**src/rtl/open_led_seq_pkg.sv**
```systemverilog
package open_led_seq_pkg;

  // number of clock steps in either mode handshake
  localparam int SEQ_LEN = 5;
  // step index at which the entry handshake raises LE
  localparam int LE_STEP = 3;

  typedef struct packed {
    logic testMode;   // current mode
    logic sampleWin;  // evaluate channels this edge
    logic loadNow;    // qualified window closes this edge
  } ctrlStrobe_t;

  // {oeN, le} expected at step k of the handshake; exitSel picks the exit form
  function automatic logic [1:0] stepCode(input logic exitSel, input int k);
    logic [1:0] code;
    case (k)
      1:       code = 2'b00;
      3:       code = exitSel ? 2'b10 : 2'b11;
      default: code = 2'b10;
    endcase
    return code;
  endfunction

endpackage

```
**src/rtl/open_led_seq_ctrl.sv**
```systemverilog
module open_led_seq_ctrl
  import open_led_seq_pkg::*;
#(
  parameter int MIN_WIN = 3
) (
  input  logic        clk,
  input  logic        rstN,
  input  logic        oeN,
  input  logic        le,
  output ctrlStrobe_t strobe,
  output logic        latchInhibit
);

  localparam int VW = $clog2(SEQ_LEN + 1);
  localparam int WW = $clog2(MIN_WIN + 1);

  logic [SEQ_LEN-2:0][1:0] hist;      // hist[0] is the newest previous sample
  logic [VW-1:0]           validCnt;  // samples taken since the last mode change
  logic [WW-1:0]           lowCnt;    // consecutive low-enable samples in test mode
  logic                    modeQ;
  logic [1:0]              cur;
  logic                    seqHit;

  assign cur = {oeN, le};

  always_comb begin
    seqHit = (validCnt >= VW'(SEQ_LEN - 1));
    for (int k = 0; k < SEQ_LEN - 1; k++) begin
      if (hist[SEQ_LEN-2-k] != stepCode(modeQ, k)) seqHit = 1'b0;
    end
    if (cur != stepCode(modeQ, SEQ_LEN - 1)) seqHit = 1'b0;
  end

  always_comb begin
    latchInhibit = !modeQ && (validCnt >= VW'(LE_STEP));
    for (int k = 0; k < LE_STEP; k++) begin
      if (hist[LE_STEP-1-k] != stepCode(1'b0, k)) latchInhibit = 1'b0;
    end
  end

  always_ff @(posedge clk or negedge rstN) begin
    if (!rstN) begin
      hist     <= '0;
      validCnt <= '0;
      modeQ    <= 1'b0;
    end else begin
      hist <= {hist[SEQ_LEN-3:0], cur};
      if (seqHit) begin
        modeQ    <= ~modeQ;
        validCnt <= '0;
      end else if (validCnt < VW'(SEQ_LEN - 1)) begin
        validCnt <= validCnt + 1'b1;
      end
    end
  end

  always_ff @(posedge clk or negedge rstN) begin
    if (!rstN) begin
      lowCnt <= '0;
    end else if (!modeQ || oeN) begin
      lowCnt <= '0;
    end else if (lowCnt < WW'(MIN_WIN)) begin
      lowCnt <= lowCnt + 1'b1;
    end
  end

  assign strobe.testMode  = modeQ;
  assign strobe.sampleWin = modeQ && !oeN;
  assign strobe.loadNow   = modeQ && oeN && (lowCnt >= WW'(MIN_WIN));


  enter_step_chk: assert property (@(posedge clk) disable iff (!rstN)
    $rose(modeQ) |-> ($past(oeN) == 1'b1) && ($past(le) == 1'b0));


  inhibit_normal_chk: assert property (@(posedge clk) disable iff (!rstN)
    latchInhibit |-> !modeQ);


  short_window_chk: assert property (@(posedge clk) disable iff (!rstN)
    strobe.loadNow |-> $past(oeN) == 1'b0);

endmodule

```
**src/rtl/open_led_seq_dp.sv**
```systemverilog
module open_led_seq_dp
  import open_led_seq_pkg::*;
#(
  parameter int N_CH = 16
) (
  input  logic            clk,
  input  logic            rstN,
  input  ctrlStrobe_t     strobe,
  input  logic [N_CH-1:0] latchBits,
  input  logic [N_CH-1:0] senseOk,
  input  logic            thermFault,
  output logic            errLoad,
  output logic [N_CH-1:0] errVec
);

  logic [N_CH-1:0] passBit;
  logic [N_CH-1:0] capVec;

  for (genvar i = 0; i < N_CH; i++) begin : g_chan
    assign passBit[i] = latchBits[i] & senseOk[i] & ~thermFault;
  end

  always_ff @(posedge clk or negedge rstN) begin
    if (!rstN) begin
      capVec  <= '0;
      errVec  <= '0;
      errLoad <= 1'b0;
    end else begin
      errLoad <= strobe.loadNow;
      if (strobe.sampleWin) capVec <= passBit;
      if (strobe.loadNow)   errVec <= capVec;
    end
  end


  load_pulse_chk: assert property (@(posedge clk) disable iff (!rstN)
    errLoad |=> !errLoad);


  vec_hold_chk: assert property (@(posedge clk) disable iff (!rstN)
    !errLoad |-> $stable(errVec));


  load_mode_chk: assert property (@(posedge clk) disable iff (!rstN)
    errLoad |-> strobe.testMode);

endmodule

```
**src/rtl/open_led_seq.sv**
```systemverilog
module open_led_seq
  import open_led_seq_pkg::*;
#(
  parameter int N_CH    = 16,
  parameter int MIN_WIN = 3
) (
  input  logic            clk,
  input  logic            rstN,
  input  logic            oeN,
  input  logic            le,
  input  logic [N_CH-1:0] latchBits,
  input  logic [N_CH-1:0] senseOk,
  input  logic            thermFault,
  output logic            testMode,
  output logic            latchInhibit,
  output logic            errLoad,
  output logic [N_CH-1:0] errVec
);

  ctrlStrobe_t strobe;

  open_led_seq_ctrl #(.MIN_WIN(MIN_WIN)) u_ctrl (
    .clk          (clk),
    .rstN         (rstN),
    .oeN          (oeN),
    .le           (le),
    .strobe       (strobe),
    .latchInhibit (latchInhibit)
  );

  open_led_seq_dp #(.N_CH(N_CH)) u_dp (
    .clk        (clk),
    .rstN       (rstN),
    .strobe     (strobe),
    .latchBits  (latchBits),
    .senseOk    (senseOk),
    .thermFault (thermFault),
    .errLoad    (errLoad),
    .errVec     (errVec)
  );

  assign testMode = strobe.testMode;

endmodule

```
**config.mk**
```make
export PLATFORM = sky130hd
export DESIGN_NAME = open_led_seq
export DESIGN_NICKNAME = d
export VERILOG_FILES = /design/src/rtl/open_led_seq_pkg.sv /design/src/rtl/open_led_seq_ctrl.sv /design/src/rtl/open_led_seq_dp.sv /design/src/rtl/open_led_seq.sv
export SDC_FILE = /design/constraint.sdc
export NUM_CORES = 1
export LEC_CHECK = 0
export BUFFER_PORTS_ARGS = -buffer_cell sky130_fd_sc_hd__buf_2
export CAP_MARGIN = 20
export CORE_MARGIN = 10
export CORE_UTILIZATION = 46
export DETAILED_ROUTE_END_ITERATION = 8
export PLACE_DENSITY = 0.75
export SLEW_MARGIN = 20
export SYNTH_ARGS = -nofsm -noshare
export SYNTH_HDL_FRONTEND = slang
export SYNTH_HIERARCHICAL = 1
export SYNTH_SLANG_ARGS = --single-unit
```
**constraint.sdc**
```tcl
create_clock -name clk -period 1.66 [get_ports clk]
set_clock_uncertainty 0.05 [all_clocks]
set_input_delay 0.083 -clock clk [delete_from_list [all_inputs] [get_ports clk]]
set_output_delay 0.083 -clock clk [all_outputs]
set_load 0.02 [all_outputs]
```
==> results.cfg <==
[setup_path]
crit_path_max_fanout = 2
worstSetupStartpointType = register
crit_type = register to output port
cp_cell_sequence = or4b_4 > nor3_4 > buf_6
path_delay_family = simple AND/OR/NAND/NOR gates
end_kind = output port
slowest_delay_ns = 0.55
path_buf_inv = 1
arrival_ns = 1.55
critPathRequiredTime_ns = 1.53
slowest_stage = or4b_4

[route]
num_vias = 1308
drc = 0
ant_nets = 0
wl_um = 4314
drtIter0Drc = 59
avgViaCountPerCell = 4.774
wl_per_cell_um = 15.74
drt-pass1-iter-count = 4

[global_route]
grt.overflow.total = 0
grt_usage = 0.1192
antenna_found_initial = 0
grt_pass1_wl_um = 6996
grt_max_degree = 48
first_global_vias = 1466

[synthesis]
synth_cells = 146
ys_types = 26
synthFlopType = dfrtp_1
syn_area_sq_um = 1957
ys_seq_area_frac = 0.6010
synth_edf_count = 0
synth_area_per_cell_sq_um = 13.40
synth_seq_cells = 47
ys_async_sr_fraction = 1.000
yosys_warnings = 6
syn_nets = 187

[sta]
fin_ws_ns = -0.02147
finalCriticalPeriod_ns = 1.681
worstMarginPinSlew_ns = 0.5741
fmax_mhz = 594.7
relSlewSlack = 0.6173
setup_violations = 1
slew_viol_final = 0
tns_ns = -0.02147
finalHoldViolCount = 0
rsz0062_at_grt = yes
finalCritPeriodShare = 1.013

[layout]
drive_above_1_share = 0.4241
layout.nets = 264
antenna_cells = 0
layout_common_cells = buf_2, dfrtp_1, inv_1
area.growth.synth_to_final_pct = 31.46
fin_cells = 274
final_common_cell = buf_2
nFillCells = 322

[flow_run]
cap_viol_max_count = 0

[clock_network]
clk_pin_slew_ns = 0.08
cts_buffer_depth = 2
clk_latency_ns = 0.29
htreeDepth = 2
cts_sinks = 47
cts-root-buf = clkbuf_8
cts_made_buffers = 5
cts_tree = yes

[placement]
gp_congestion = 0.7481
post-place-cells = 251
port_buffers = 55
hpwlAfterDp_um = 3059

[hold_path]
min_path_type = input pin to register

[floorplan]
die-area_sq_um = 7263
die_w_um = 85.23
ios = 56
initial_core_util = 0.4823
num_rows = 23
core_area_sq_um = 4058
die_h_um = 85.23

[outcome]
outcome = finished, violations left
violations = setup timing

[pwr]
leakagePower_nw = 1.358
power_density_nw_per_um2 = 968.1
irDropWorstVdd_mv = 0.5150
==> layout make-up <==
class                           instances  area, sq um  area share
Tap cell                               50        62.56     0.02432
Timing Repair Buffer                   77        486.7      0.1892
Clock buffer                            8        100.1     0.03891
Inverter                               20        75.07     0.02918
Sequential cell                        47         1176      0.4572
Multi-Input combinational cell         72        671.9      0.2612
==> repair_timing <==
item,in CTS,in global routing
setup endpoints to repair,1,1
hold endpoints to repair,54,0
pin swaps,2,3
buffers inserted,1,3
gates resized for setup,3,3
hold buffers,11,0
==> kinds of logic (layout without fill, tap and decap cells) <==
kind of cell	after synthesis	in the layout	synth area share
flip-flops	47	47	0.6010
AO/OA/AOI/OAI	18	18	0.04732
AND/OR/NAND/NOR	28	28	0.1196
XOR/XNOR	4	4	0.01791
buffers and inverters	27	105	0.06714
multiplexers	18	18	0.1215
adder cells (fa/ha/maj)	4	4	0.02558
==> worst min-delay path, cell delays in order <==
cell and delay, ns:
buf_2 0.07, nand4b_1 0.08, o21ai_0 0.08
==> metrics by stage <==
stage          total power, mW  hold slack [ns]  setup slack (ns)  area (sq um)  utilization
6_report                 2.490         0.007019          -0.02147          2572       0.6340
5_1_grt                  2.658          0.02053          -0.08388          2572       0.6340
4_1_cts                  2.483         0.007104          -0.06001          2537       0.6253
3_5_place_dp             1.720           0.1563            0.1194          2308       0.5689
3_3_place_gp             1.696           0.1495            0.1703          2308       0.5689
2_1_floorplan            1.589          -0.2626           0.09011          1962            -
==> final timing paths <==
kind                                          start                          end  slack [ns]  cells after the start
max                        u_ctrl/modeQ$_DFFE_PN0P_                 latchInhibit       -0.02                      3
max reg2reg                u_ctrl/modeQ$_DFFE_PN0P_   u_dp/errVec[3]$_DFFE_PN0P_        0.12                      5
min reg2reg                u_ctrl/hist[1]$_DFF_PN0_     u_ctrl/hist[3]$_DFF_PN0_        0.33                      0
max in group asynchronous                      rstN   u_dp/capVec[7]$_DFFE_PN0P_        0.81                      3
min                                     senseOk[14]  u_dp/capVec[14]$_DFFE_PN0P_       0.007                      3
min in group asynchronous                      rstN  u_dp/capVec[15]$_DFFE_PN0P_        0.36                      3
==> state kept, by name, indices dropped and copies added, names as in the netlist <==
name	count
u_dp/errVec	16
u_ctrl/lowCnt	2
u_ctrl/hist	8
u_dp/capVec	16
u_ctrl/validCnt	3
u_dp/errLoad	1
u_ctrl/modeQ	1
==> Yosys cell counts (2+ instances only) <==
master,count,area [sq um]
dfrtp_1,47,1176
o21ai_0,16,80.08
nor2_1,4,15.01
clkbuf_1,2,7.510
buf_2,2,10.01
mux2_2,6,67.56
mux2i_1,2,20.02
inv_1,20,75.07
ha_1,4,50.05
nand4b_1,16,140.1
mux2_4,10,150.1
xor2_1,3,26.28
==> routing by layer <==
layer,up-vias,share of wire,GRT usage
met3,7,0.045,0.03920
met5,-,0,0
met4,0,0.018,0.05090
li1,653,-,-
met2,26,0.55,0.2105
met1,622,0.38,0.1261
==> power by group <==
group | switching, mW | internal (mW)
clock | 0.353 | 0.380
combinational | 0.163 | 0.178
sequential | 0.0996 | 1.32
Power figures use the tool's default switching activity.
